`src/rtl/cli_pkg.sv`:
```
package cli_pkg;
    localparam int LANE_W  = 16;
    localparam int SHIFT_W = 4;
    localparam int IDX_W   = 6;
    localparam int OPC_W   = 5;

    typedef struct packed {
        logic               hit;
        logic               sext;
        logic [SHIFT_W-1:0] lane;
        logic [LANE_W-1:0]  imm;
        logic [IDX_W-1:0]   dest;
    } cli_dec_t;
endpackage

```
`src/rtl/cli_decode.sv`:
```
module cli_decode
    import cli_pkg::*;
#(
    parameter logic [OPC_W-1:0] OPC_MATCH = 5'b10110,
    parameter int               NUM_LANES = 4
) (
    input  logic [31:0] instr,
    output cli_dec_t    dec,
    output logic        lane_ok
);
    always_comb begin
        dec.hit  = (instr[31:27] == OPC_MATCH);
        dec.sext = instr[26];
        dec.lane = instr[25:22];
        dec.imm  = instr[21:6];
        dec.dest = instr[5:0];
        lane_ok  = ({28'd0, dec.lane} < 32'(NUM_LANES));
    end
endmodule

```
`src/rtl/cli_lane_merge.sv`:
```
module cli_lane_merge
    import cli_pkg::*;
#(
    parameter int NUM_LANES = 4,
    localparam int REG_W    = NUM_LANES * LANE_W
) (
    input  logic [REG_W-1:0] old_val,
    input  cli_dec_t         dec,
    output logic [REG_W-1:0] merged
);
    for (genvar g = 0; g < NUM_LANES; g++) begin : g_lane
        localparam logic [SHIFT_W-1:0] SEL = SHIFT_W'(g);
        logic [LANE_W-1:0] word;
        always_comb begin
            if (dec.lane == SEL)
                word = dec.imm;
            else if (dec.sext && (dec.lane < SEL))
                word = {LANE_W{dec.imm[LANE_W-1]}};
            else
                word = old_val[g*LANE_W +: LANE_W];
        end
        assign merged[g*LANE_W +: LANE_W] = word;
    end
endmodule

```
`src/rtl/const_lane_insert.sv`:
```
module const_lane_insert
    import cli_pkg::*;
#(
    parameter int               REG_W     = 64,
    parameter logic [OPC_W-1:0] OPC_MATCH = 5'b10110
) (
    input  logic             clk,
    input  logic             rst_n,
    input  logic             in_valid,
    input  logic [31:0]      in_instr,
    input  logic [REG_W-1:0] in_old,
    output logic             wr_valid,
    output logic [IDX_W-1:0] wr_index,
    output logic [REG_W-1:0] wr_data,
    output logic             lane_err
);
    localparam int NUM_LANES = REG_W / LANE_W;

    typedef struct packed {
        logic             wr_valid;
        logic             lane_err;
        logic [IDX_W-1:0] idx;
        logic [REG_W-1:0] data;
    } state_t;

    cli_dec_t         dec;
    logic             lane_ok;
    logic [REG_W-1:0] merged;
    state_t           st_d, st_q;

    cli_decode #(.OPC_MATCH(OPC_MATCH), .NUM_LANES(NUM_LANES)) u_dec (
        .instr   (in_instr),
        .dec     (dec),
        .lane_ok (lane_ok)
    );

    cli_lane_merge #(.NUM_LANES(NUM_LANES)) u_merge (
        .old_val (in_old),
        .dec     (dec),
        .merged  (merged)
    );

    always_comb begin
        st_d          = st_q;
        st_d.wr_valid = 1'b0;
        st_d.lane_err = 1'b0;
        if (in_valid && dec.hit) begin
            st_d.lane_err = !lane_ok;
            st_d.wr_valid = lane_ok && (dec.dest != '0);
            st_d.idx      = dec.dest;
            if (lane_ok)
                st_d.data = merged;
        end
    end

    always_ff @(posedge clk) begin
        if (!rst_n)
            st_q <= '0;
        else
            st_q <= st_d;
    end

    assign wr_valid = st_q.wr_valid;
    assign lane_err = st_q.lane_err;
    assign wr_index = st_q.idx;
    assign wr_data  = st_q.data;

    p_idle_r8: assert property (@(posedge clk) disable iff (!rst_n)
        !in_valid |=> (!wr_valid && !lane_err));

    p_foreign_r1: assert property (@(posedge clk) disable iff (!rst_n)
        (in_valid && (in_instr[31:27] != OPC_MATCH)) |=> (!wr_valid && !lane_err));

    p_no_r0_r6: assert property (@(posedge clk) disable iff (!rst_n)
        wr_valid |-> (wr_index != '0));

    p_excl_r7: assert property (@(posedge clk) disable iff (!rst_n)
        lane_err |-> !wr_valid);

    p_err_src_r7: assert property (@(posedge clk) disable iff (!rst_n)
        lane_err |-> $past(in_valid));

    p_keep_low_r3: assert property (@(posedge clk) disable iff (!rst_n)
        (in_valid && dec.hit && lane_ok && (dec.lane != '0) && (dec.dest != '0))
        |=> (wr_data[LANE_W-1:0] == $past(in_old[LANE_W-1:0])));
endmodule

```
`config.mk`:
```
export PLATFORM = sky130hd
export DESIGN_NAME = const_lane_insert
export DESIGN_NICKNAME = d
export VERILOG_FILES = /design/src/rtl/cli_pkg.sv /design/src/rtl/cli_decode.sv /design/src/rtl/cli_lane_merge.sv /design/src/rtl/const_lane_insert.sv
export SDC_FILE = /design/constraint.sdc
export NUM_CORES = 1
export LEC_CHECK = 0
export ABC_CLOCK_PERIOD_IN_PS = 1500
export BUFFER_PORTS_ARGS = -buffer_cell sky130_fd_sc_hd__buf_2
export CAP_MARGIN = 15
export CORE_MARGIN = 1.5
export CORE_UTILIZATION = 25
export CTS_CLUSTER_DIAMETER = 80
export DETAILED_ROUTE_END_ITERATION = 7
export SETUP_SLACK_MARGIN = 0.1
export SKIP_LAST_GASP = 1
export SYNTH_ARGS = -nofsm -noshare
export SYNTH_HDL_FRONTEND = slang
export SYNTH_SLANG_ARGS = --single-unit
```
`constraint.sdc`:
```
create_clock -name clk -period 1.5 [get_ports clk]
set_clock_uncertainty 0.1 [all_clocks]
set_input_delay 0.15 -clock clk [delete_from_list [all_inputs] [get_ports clk]]
set_output_delay 0.15 -clock clk [all_outputs]
set_load 0.02 [all_outputs]
```
# == Word level (Yosys, flattened, before mapping) ==
# Cells that the tools add are included.
# totals
register_bits,72
input_bits,99
output_inout_bits,72
wordCells,32
# op_classes
order_cmp,5
eq_ne,4
muxes,8
reduce_logical,11
# op_table
operator,count
2-to-1 mux 16 bit,8
"== test 4 x 2 -> 1 bit, second input constant",2
"less-than comparator 4 x 1 -> 1 bit, second input constant",2
"less-than comparator 4 x 2 -> 1 bit, second input constant",2
logical AND 1 bit,6
nonzero test 6 bit,1
"== test 5 bit, second input constant",1
"== test 4 x 1 -> 1 bit, second input constant",1
logical NOT 4 bit,1
"less-than comparator 4 x 3 -> 1 bit, second input constant",1
AND reduction 2 bit,2
logical NOT 1 bit,1

# == Logic depth before layout (Yosys ltp) ==
# Gate-level depths: netlist (run 1).
# logic_depth
word_depth,4
mapped_depth,7
depth_no_buf,4

# == Cells and area by module ==
# From an unflattened synthesis (run 1), not the netlist that was laid out.
# unflattened
hier_cells,437
hier_area_um2,4093.9
# by_module_without_submodules
mod,n_inst,cells_each,area_each_um2,seq_area_each_um2
const_lane_insert,1,311,2904.0,1441.4
cli_lane_merge,1,96,970.9,0.0
cli_decode,1,30,219.0,0.0

# == Least setup slack after synthesis (run 1) ==
# Ideal clock, no wire load.
# synth_timing
path_kind,input -> register
startpoint,input in_instr[23]
endpoint,"register st_q, in the netlist wr_data[0]"
setup_ps,116
arrival_time_ps,1283
t_required_ps,1284
setup_slack_ps,1
path_stages,7
n_path_buf,3
cell_sequence,buf_2 > nor4_2 > buf_4 > buf_6 > mux2i_1 > nand2_1 > o211a_1
# synth_via
elab_chain_cells,4
word_cells_on_any_way,7
cone_classes,order compare: 2; mux: 2; reduce/logical: 3
# synth_lines
item,line,text
"start, declared",const_lane_insert.sv:10,"input logic [31:0] in_instr,"
less-than comparator 4 x 1 -> 1 bit,cli_lane_merge.sv:17,else if (dec.sext && (dec.lane < SEL))
logical AND 1 bit,cli_lane_merge.sv:17,
2-to-1 mux 16 bit,cli_lane_merge.sv:17,
2-to-1 mux 16 bit,cli_lane_merge.sv:15,if (dec.lane == SEL)
"end signal, assigned",const_lane_insert.sv:60,st_q <= st_d;
"end, declared",const_lane_insert.sv:29,"state_t st_d, st_q;"
# Parallel ways exist; a longest one is shown, timed or not.
# A chain may end at the register's enable or synchronous reset.

# == Final worst setup path (run 1) ==
# layout_timing
startpoint,input in_instr[24]
endpoint,"register st_q, in the netlist wr_data[55]"
# layout_via
elab_chain_cells,4
word_cells_on_any_way,7
cone_classes,order compare: 2; eq/ne: 1; mux: 2; reduce/logical: 2
# layout_lines
item,line
less-than comparator 4 x 2 -> 1 bit,cli_lane_merge.sv:17
logical AND 1 bit,cli_lane_merge.sv:17
2-to-1 mux 16 bit,cli_lane_merge.sv:17
2-to-1 mux 16 bit,cli_lane_merge.sv:15
# Parallel ways exist; a longest one is shown, timed or not.

==> run_results.csv, run 1 <==
group,metric,value,unit
floorplan,chipHeight,116,um
clock_tree,clk_path_buf_depth,2,
clock_tree,cts_setup_buffers,0,
worst_setup_path,endpoint,"wr_data[55]$_SDFFE_PN0P_",
placed_design,place_congestion,0.767,
worst_setup_path,crit_path_cell_trace,"buf_2 -> buf_4 -> nor3_2 -> buf_4 -> a22oi_1 -> a21oi_1",
routing,vias,3376,
flow_run,timing.max_cap.violations,0,
global_routing,grt-ovfl-total,0,
worst_setup_path,crit_top_cell,"buf_4",
finish,fin_area,4670,um2
yosys,ys_ff_latch,72,
yosys,ys_warn_count,0,
clock_tree,cts_buffers,9,
pwr,p_leak,2.33,nW
worst_setup_path,cp_top_family,"buffers and inverters",
routing,totalWireLength,11.9,mm
clock_tree,htreeDepth,3,
floorplan,core-area,12200,um2
worst_setup_path,r2r_start,"wr_data[21]$_SDFFE_PN0P_",
worst_setup_path,arrival,1.32,ns
global_routing,grt_first_pass_wirelength,17.7,mm
pwr,power_density,930,nW/um2
global_routing,antenna_found_initial,0,
routing,drt_iter0_drc,210,
yosys,synth_cell_types,32,
yosys,syn_area,3170,um2
finish,num_antenna_cells,0,
worst_setup_path,r2r_setup_slack,0.73,ns
timing,whs,0.0115,ns
clock_tree,clkSinkCount,72,
worst_hold_path,hold_class,"in2reg",
clock_tree,cts_tree,"built",
finish,regArea,1440,um2
routing,drt_pass1_iterations,4,
clock_tree,root_buffer,"clkbuf_16",
timing,maxSlewHeadroom,72.9,%
finish,nets,612,
timing,finalCriticalPeriod,1.16,ns
worst_setup_path,crit_path_top_delay_cell,"nor3_2",
routing,drt_drc_violations_left,0,
worst_setup_path,end_kind,"flop",
worst_setup_path,cp.required,1.66,ns
global_routing,grt_usage,17.8,%
timing,max_freq,865,MHz
floorplan,initial_core_util,26.0,%
global_routing,grt_max_degree,75,
finish,fillers,1238,
placed_design,preCtsSetupSlack,-0.0257,ns
timing,setup_tns,0,ns
routing,ant_nets,0,
timing,setup_violations,0,
finish,drive_above_1_share,41.9,%
clock_tree,clock_latency,0.33,ns
clock_tree,path_clk_slew,0.06,ns
worst_setup_path,crit_buf_inv,3,
worst_setup_path,max_stage_delay,0.30,ns
worst_setup_path,cp.depth,6,
status,status,"finished, final reports clean",
worst_setup_path,worstSetupStartpoint,"in_instr[24]",
yosys,synth_cells,334,
timing,rsz0062_at_grt,"false",
placed_design,hpwlAfterDp,8.77,mm
placed_design,dpl.cell_count,664,
finish,synthToLayoutAreaGrowth,47.3,%
yosys,ys_seq_area_share,45.5,%
placed_design,portBuffers,170,
floorplan,die-width,116,um
worst_setup_path,worstSetupPathType,"in2reg",
timing,drv_slew,0,
timing,hold_viol_final,0,
finish,multi_input_area,1580,um2
yosys,syn_nets,433,
finish,final_common_cell,"buf_2",
timing,worstMarginPinSlew,0.406,ns
yosys,syn_avg_cell_area,9.49,um2
floorplan,rows,40,
worst_setup_path,rr_worst_depth,2,
routing,wl_per_cell,17.4,um
floorplan,pin_count,171,
pwr,ir_drop,624,uV
worst_setup_path,r2r_end,"wr_data[21]$_SDFFE_PN0P_",
global_routing,grt_pass1_vias,3288,
finish,most-common-layout-cells,"buf_2 (170), dfxtp_1 (72), a21oi_1 (48)",
floorplan,dieArea,13400,um2
routing,viasPerCell,4.92,
worst_setup_path,start_kind,"input port",
finish,finalNonFillerCells,686,
worst_setup_path,path_max_fanout,13,
timing,post-route-period-util,77.0,%
placed_design,placed_area,4330,um2
timing,fin_ws,0.344,ns
[logic make-up after synthesis]
group	Yosys count	share of synthesized area, %
compound gates	164	32.8
buf+inv	30	5.49
flops	72	45.5
mux	25	7.90
simple gates	43	8.29
[synthesized netlist by cell type (all sizes together)]
cell type | count | area (um2)
a21o | 1 | 7.51
a21oi | 48 | 240
a22oi | 43 | 323
a31o | 1 | 8.76
and2 | 1 | 8.76
buf | 17 | 125
clkbuf | 13 | 48.8
dfxtp | 72 | 1440
mux2i | 25 | 250
nand2 | 24 | 90.1
nand3 | 1 | 10.0
nand4bb | 1 | 11.3
nor2 | 2 | 10.0
nor2b | 6 | 37.5
nor3 | 2 | 15.0
nor4 | 2 | 33.8
nor4b | 3 | 38.8
o211a | 16 | 160
o211ai | 3 | 27.5
o21a | 2 | 15.0
o21ai | 47 | 235
o22ai | 2 | 12.5
o311a | 1 | 10.0
or4 | 1 | 7.51
[how the worst min path moves through the flow]
stage / from / slack, ns / cells past startpoint / to
6_report: in_old[63] / 0.01 / 3 / wr_data[63]$_SDFFE_PN0P_
4_1_cts: in_old[31] / 0.003 / 3 / wr_data[31]$_SDFFE_PN0P_
3_3_place_gp: in_instr[0] / 0.31 / 2 / wr_valid$_SDFF_PN0_
3_5_place_dp: in_instr[0] / 0.32 / 2 / wr_valid$_SDFF_PN0_
2_1_floorplan: in_instr[0] / 0.21 / 1 / wr_valid$_SDFF_PN0_
5_1_grt: in_old[59] / 0.01 / 3 / wr_data[59]$_SDFFE_PN0P_
[flip-flops by register name, summed over array words and instances (netlist names)]
register,flops
lane_err,1
wr_valid,1
wr_index,6
wr_data,64
[worst register-to-register path, stage by stage (launching register included)]
cell     delay, ns
dfxtp_1       0.31
o21ai_0       0.18
a21oi_1       0.06
[what timing repair did]
action	CTS	global route
hold endpoints to repair	6	0
setup endpoints to repair	0	1
gates resized for setup	0	2
hold buffers	6	0
[metal layers]
| metal | vias up | track usage [%] | part of all wire [%] |
|---|---|---|---|
| li1 | 1616 | - | - |
| met1 | 1601 | 23.5 | 45 |
| met2 | 140 | 27.3 | 45 |
| met3 | 19 | 6.69 | 8.6 |
| met4 | 0 | 4.86 | 1.4 |
| met5 | - | 0 | 0 |
[power by group]
group	total, mW	internal [mW]	switching (mW)
sequential	1.93	1.92	0.00405
clock	1.95	1.16	0.789
combinational	0.466	0.219	0.247
total	4.34	3.30	1.04
[per-stage QoR]
stage | power, mW | util (%)
6_report | 4.34 | 38.4
5_1_grt | 4.55 | 38.4
3_3_place_gp | 2.41 | 35.6
2_1_floorplan | 2.15 | -
3_5_place_dp | 2.42 | 35.6
4_1_cts | 4.40 | 38.3
[area by class of cell]
class	instances	area share, %
well taps	168	4.50
clock inverters	3	0.375
repair buffers	198	25.0
multi-input cells	232	33.9
flip-flops and latches	72	30.9
clock buffers	13	5.36
(Power assumes the default switching activity.)
==> run 2, diff against run 1 <==
- ABC_AREA: not set -> 1
- ABC_CLOCK_PERIOD_IN_PS: 1500 -> 1100
- clock period: 1.5 -> 1.1 ns (I/O delays scaled with it)
==> run_results.csv, run 2 <==
group,metric,value,unit
global_routing,grt-ovfl-total,0,
floorplan,dieArea,14900,um2
finish,largest_reg_flops,64,
routing,totalWireLength,14.5,mm
finish,fin_area,6350,um2
worst_setup_path,crit_path_top_delay_cell,"dfxtp_2",
finish,final_common_cell,"nor2_1",
floorplan,chipHeight,122,um
yosys,ys_ff_latch,72,
placed_design,place_congestion,0.802,
worst_setup_path,path_max_fanout,2,
worst_setup_path,r2r_start,"wr_data[28]$_SDFFE_PN0P_",
routing,vias,4323,
worst_setup_path,rr_worst_depth,3,
pwr,seq_power_share,39.9,%
routing,drt_drc_violations_left,0,
worst_setup_path,r2r_setup_slack,0.23,ns
finish,num_antenna_cells,0,
pwr,p_int,5.04,mW
timing,post-route-period-util,92.1,%
timing,drv_slew,0,
placed_design,portBuffers,170,
yosys,synth.largest_area_cell,"dfxtp_1",
pwr,p_sw_share,23.6,%
worst_setup_path,max_stage_delay,0.35,ns
yosys,synth_cells,543,
global_routing,grt_first_pass_wirelength,20.6,mm
timing,worstMarginPinSlew,0.308,ns
worst_hold_path,hold_class,"in2reg",
finish,nets,854,
timing,maxSlewHeadroom,79.5,%
yosys,synth_cell_types,22,
pwr,ir_drop,781,uV
global_routing,antenna_found_initial,1,
yosys,yosys-top-cells-count,"nor2_1 (150), o21ai_0 (83), dfxtp_1 (72), nand2_1 (72), inv_1 (51)",
yosys,synthFlopType,"dfxtp_1",
routing,drt_iter0_drc,230,
worst_setup_path,arrival,0.80,ns
yosys,syn_nets,642,
worst_setup_path,cp_top_family,"flip-flops",
floorplan,pin_count,171,
pwr,p_comb_share,13.2,%
worst_hold_path,min_to,"wr_data[36]$_SDFFE_PN0P_",
routing,viasPerCell,4.61,
placed_design,hpwlAfterDp,9.81,mm
yosys,synth_edf_count,0,
pwr,p_leak,3.17,nW
clock_tree,clk_path_buf_depth,2,
pwr,pwr-share-clk,46.9,%
timing,setup_violations,0,
yosys,yosysTopAreaCellShare,40.7,%
timing,whs,0.0145,ns
worst_setup_path,crit_buf_inv,1,
yosys,ys_seq_area_share,40.7,%
floorplan,core-area,13800,um2
finish,drive_above_1_share,48.5,%
routing,wl_per_cell,15.5,um
worst_hold_path,hp-start,"in_old[36]",
timing,hold_viol_final,0,
worst_setup_path,end_kind,"output pin",
routing,drt_pass1_iterations,5,
yosys,synthArstFlopShare,0,%
flow_run,timing.max_cap.violations,0,
yosys,synthMostInstantiatedCell,"nor2_1",
clock_tree,clock_latency,0.33,ns
worst_setup_path,worstSetupPathType,"reg2out",
timing,finalCriticalPeriod,1.01,ns
pwr,p_sw,1.55,mW
yosys,syn_avg_cell_area,6.52,um2
placed_design,placed_area,4810,um2
global_routing,grt_usage,18.6,%
pwr,power_density,1040,nW/um2
worst_setup_path,start_kind,"flop",
finish,synthToLayoutAreaGrowth,79.3,%
clock_tree,clkSinkCount,72,
worst_hold_path,whs_path_depth,5,
finish,most-common-layout-cells,"nor2_1 (127), buf_2 (95), buf_6 (81)",
clock_tree,htreeDepth,3,
routing,ant_nets,0,
yosys,ys_top_cells_by_area,"dfxtp_1 (41%), nor2_1 (16%), o21ai_0 (12%)",
worst_setup_path,crit_path_cell_trace,"buf_6",
worst_setup_path,cp.required,0.89,ns
floorplan,die-width,122,um
timing,setup_tns,0,ns
timing,max_freq,987,MHz
yosys,ys_warn_count,0,
floorplan,initial_core_util,25.6,%
clock_tree,path_clk_slew,0.06,ns
clock_tree,root_buffer,"clkbuf_16",
clock_tree,cts_tree,"built",
floorplan,rows,43,
timing,rsz0062_at_grt,"true",
clock_tree,cts_buffers,9,
global_routing,grt_max_degree,37,
global_routing,grt_pass1_vias,3879,
status,status,"finished, final reports clean",
yosys,syn_area,3540,um2
worst_setup_path,r2r_end,"wr_data[28]$_SDFFE_PN0P_",
run 2: cell type report:
type	instances	area, um2
clock buffers	10	239
multi-input cells	388	2010
fillers	1394	7480
inverters	54	228
well taps	180	225
flip-flops and latches	72	1530
clock inverters	4	70.1
repair buffers	230	2050
run 2: timing repair:
item,in CTS,in global routing
endpoints found under the hold margin,17,0
pin swaps,0,52
cloned,0,6
hold buffers,17,0
gates resized for setup,219,99
setup endpoints to repair,129,135
buffers inserted,0,7
run 2: cells by family after synthesis:
group,synth area share (%)
buffers and inverters,11.1
flip-flops,40.7
AND/OR/NAND/NOR,33.8
AO/OA/AOI/OAI,14.5
run 2: worst max path at each step:
stage | from | to | slack (ns) | cells past startpoint
after floorplan | in_instr[29] | wr_data[63]$_SDFFE_PN0P_ | -0.04 | 9
after global placement | in_instr[29] | wr_data[55]$_SDFFE_PN0P_ | -0.36 | 8
after detailed placement | in_instr[29] | wr_data[55]$_SDFFE_PN0P_ | -0.37 | 8
after CTS | wr_data[19]$_SDFFE_PN0P_ | wr_data[19] | 0.07 | 1
after global routing | in_instr[25] | wr_data[15]$_SDFFE_PN0P_ | 0.05 | 9
final | wr_data[19]$_SDFFE_PN0P_ | wr_data[19] | 0.09 | 1
run 2: power groups by stage:
| stage | logic [mW] | registers, mW | clock network [mW] |
|---|---|---|---|
| 3_3_place_gp | 0.700 | 2.68 | 0 |
| 3_5_place_dp | 0.697 | 2.68 | 0 |
| 6_report | 0.871 | 2.63 | 3.10 |
| 4_1_cts | 0.766 | 2.63 | 3.20 |
| 5_1_grt | 0.955 | 2.63 | 3.31 |
| 2_1_floorplan | 0.295 | 2.70 | 0 |
run 2: worst register-to-register path, delay by kind of cell, from the launching register on:
| family | cells | cell delay (ns) |
|---|---|---|
| flip-flops | 1 | 0.32 |
| AND/OR/NAND/NOR | 1 | 0.06 |
| buffers and inverters | 1 | 0.12 |
| AO/OA/AOI/OAI | 1 | 0.15 |
run 2: through the flow:
step | std cells | util [%] | power, mW | setup slack [ns]
floorplan | 543 | - | 2.99 | -0.0362
global placement | 894 | 34.8 | 3.38 | -0.364
detailed placement | 894 | 34.8 | 3.38 | -0.373
CTS | 925 | 42.3 | 6.60 | 0.0717
global route | 938 | 45.9 | 6.89 | 0.0541
finish | 938 | 45.9 | 6.60 | 0.0870
run 2: per-layer routing:
metal / GRT usage [%] / wire (um) / up-vias
li1: - / - / 2150
met5: 0 / 0 / -
met3: 4.35 / 1000 / 16
met2: 28.9 / 6850 / 170
met1: 25.0 / 6420 / 1987
met4: 6.84 / 225 / 0
==> run 3, diff against run 2 <==
- SETUP_SLACK_MARGIN: 0.1 -> not set
==> run_results.csv, run 3 (synthesized netlist as in run 2, its figures left out) <==
group,metric,value,unit
routing,drt_drc_violations_left,0,
routing,totalWireLength,13.7,mm
finish,finalNonFillerCells,923,
pwr,p_sw,1.54,mW
worst_setup_path,crit_path_cell_trace,"buf_2",
floorplan,pin_count,171,
global_routing,antenna_found_initial,0,
floorplan,dieArea,14900,um2
placed_design,dpl.cell_count,896,
worst_setup_path,r2r_start,"wr_data[16]$_SDFFE_PN0P_",
finish,nets,837,
global_routing,grt_max_degree,36,
clock_tree,clkSinkCount,72,
placed_design,hpwlAfterDp,10.1,mm
worst_setup_path,worstSetupPathType,"reg2out",
finish,drive_above_1_share,32.7,%
clock_tree,cts_buffers,9,
pwr,seq_power_share,42.4,%
finish,final_common_cell,"buf_2",
worst_setup_path,cp.required,0.89,ns
timing,drv_slew,0,
finish,num_antenna_cells,0,
pwr,pwr-share-clk,45.5,%
worst_hold_path,hold_class,"in2reg",
routing,drt_iter0_drc,215,
clock_tree,clk_path_buf_depth,2,
pwr,ir_drop,601,uV
status,status,"finished, final reports clean",
routing,drt_pass1_iterations,5,
routing,vias,4089,
worst_setup_path,r2r_end,"wr_data[16]$_SDFFE_PN0P_",
worst_hold_path,whs_path_depth,5,
worst_setup_path,cp_top_family,"flip-flops",
pwr,power_density,1170,nW/um2
clock_tree,htreeDepth,3,
worst_setup_path,crit_path_top_delay_cell,"dfxtp_1",
routing,viasPerCell,4.43,
timing,whs,0.0154,ns
worst_setup_path,start_kind,"flop",
timing,maxSlewHeadroom,82.0,%
worst_setup_path,path_max_fanout,2,
worst_setup_path,rr_worst_depth,4,
timing,finalCriticalPeriod,1.06,ns
global_routing,grt_pass1_vias,3855,
pwr,p_comb_share,12.1,%
pwr,p_int,4.66,mW
timing,worstMarginPinSlew,0.269,ns
timing,hold_viol_final,0,
routing,ant_nets,0,
clock_tree,cts_tree,"built",
pwr,p_sw_share,24.8,%
global_routing,grt_usage,18.7,%
global_routing,grt-ovfl-total,0,
timing,post-route-period-util,96.8,%
timing,setup_violations,0,
worst_setup_path,arrival,0.85,ns
worst_setup_path,r2r_setup_slack,0.28,ns
flow_run,timing.max_cap.violations,0,
worst_setup_path,cp.depth,1,
pwr,p_leak,2.94,nW
clock_tree,clock_latency,0.34,ns
clock_tree,root_buffer,"clkbuf_16",
routing,wl_per_cell,14.8,um
timing,max_freq,939,MHz
placed_design,portBuffers,170,
global_routing,grt_first_pass_wirelength,20.7,mm
worst_hold_path,min_to,"wr_data[60]$_SDFFE_PN0P_",
finish,fillers,1527,
floorplan,core-area,13800,um2
worst_hold_path,hp-start,"in_old[60]",
floorplan,rows,43,
floorplan,chipHeight,122,um
clock_tree,path_clk_slew,0.06,ns
placed_design,preCtsSetupSlack,-0.363,ns
finish,synthToLayoutAreaGrowth,50.1,%
finish,final_core_util,38.4,%
worst_setup_path,max_stage_delay,0.35,ns
worst_setup_path,end_kind,"output pin",
finish,most-common-layout-cells,"buf_2 (167), nor2_1 (148), o21ai_0 (81)",
timing,rsz0062_at_grt,"true",
finish,largest_reg_flops,64,
floorplan,die-width,122,um
placed_design,place_congestion,0.796,
floorplan,initial_core_util,25.6,%
worst_setup_path,crit_buf_inv,1,
timing,setup_tns,0,ns
timing,fin_ws,0.0353,ns
==> run 3: through the flow <==
step	power, mW	area, um2
6_report	6.20	5320
5_1_grt	6.46	5320
4_1_cts	6.25	5230
3_5_place_dp	3.40	4870
3_3_place_gp	3.40	4870
2_1_floorplan	2.99	3590
==> run 3: worst max-delay path by stage <==
stage                                   from                       end  slack, ns
detailed placement              in_instr[29]  wr_data[38]$_SDFFE_PN0P_      -0.36
global placement                in_instr[29]  wr_data[35]$_SDFFE_PN0P_      -0.35
floorplan                       in_instr[29]  wr_data[63]$_SDFFE_PN0P_      -0.04
CTS                             in_instr[29]  wr_data[52]$_SDFFE_PN0P_     -0.003
finish              wr_data[54]$_SDFFE_PN0P_               wr_data[54]       0.04
global route                     in_instr[0]       wr_valid$_SDFF_PN0_      -0.03
==> run 3: power by group through the flow <==
| stage | logic, mW | clock network [mW] | registers (mW) |
|---|---|---|---|
| 6_report | 0.751 | 2.82 | 2.63 |
| 5_1_grt | 0.838 | 2.99 | 2.63 |
| 4_1_cts | 0.737 | 2.88 | 2.63 |
| 3_5_place_dp | 0.715 | 0 | 2.68 |
| 3_3_place_gp | 0.717 | 0 | 2.68 |
| 2_1_floorplan | 0.291 | 0 | 2.70 |
==> run 3: layout make-up <==
cell class | instances | area, um2 | share of cell area (%)
Clock buffer | 13 | 270 | 5.08
Tap cell | 180 | 225 | 4.24
Multi-Input combinational cell | 387 | 1770 | 33.3
Inverter | 54 | 216 | 4.07
Timing Repair Buffer | 214 | 1380 | 25.9
Sequential cell | 72 | 1440 | 27.1
Clock inverter | 3 | 15.0 | 0.282
==> run 3: repair_timing <==
action | CTS | global route
hold buffers | 7 | 0
setup endpoints to repair | 4 | 48
hold endpoints to repair | 8 | 0
pin swaps | 0 | 5
gates resized for setup | 2 | 14
setup buffers | 0 | 4
==> run 3: routing by layer <==
layer,vias up,share of wire (%),wire (um),GRT usage [%]
li1,2117,-,-,-
met1,1818,46,6240,25.1
met2,140,46,6350,30.1
met3,14,6.0,814,3.23
met4,0,2.0,267,6.62
met5,-,0,0,0
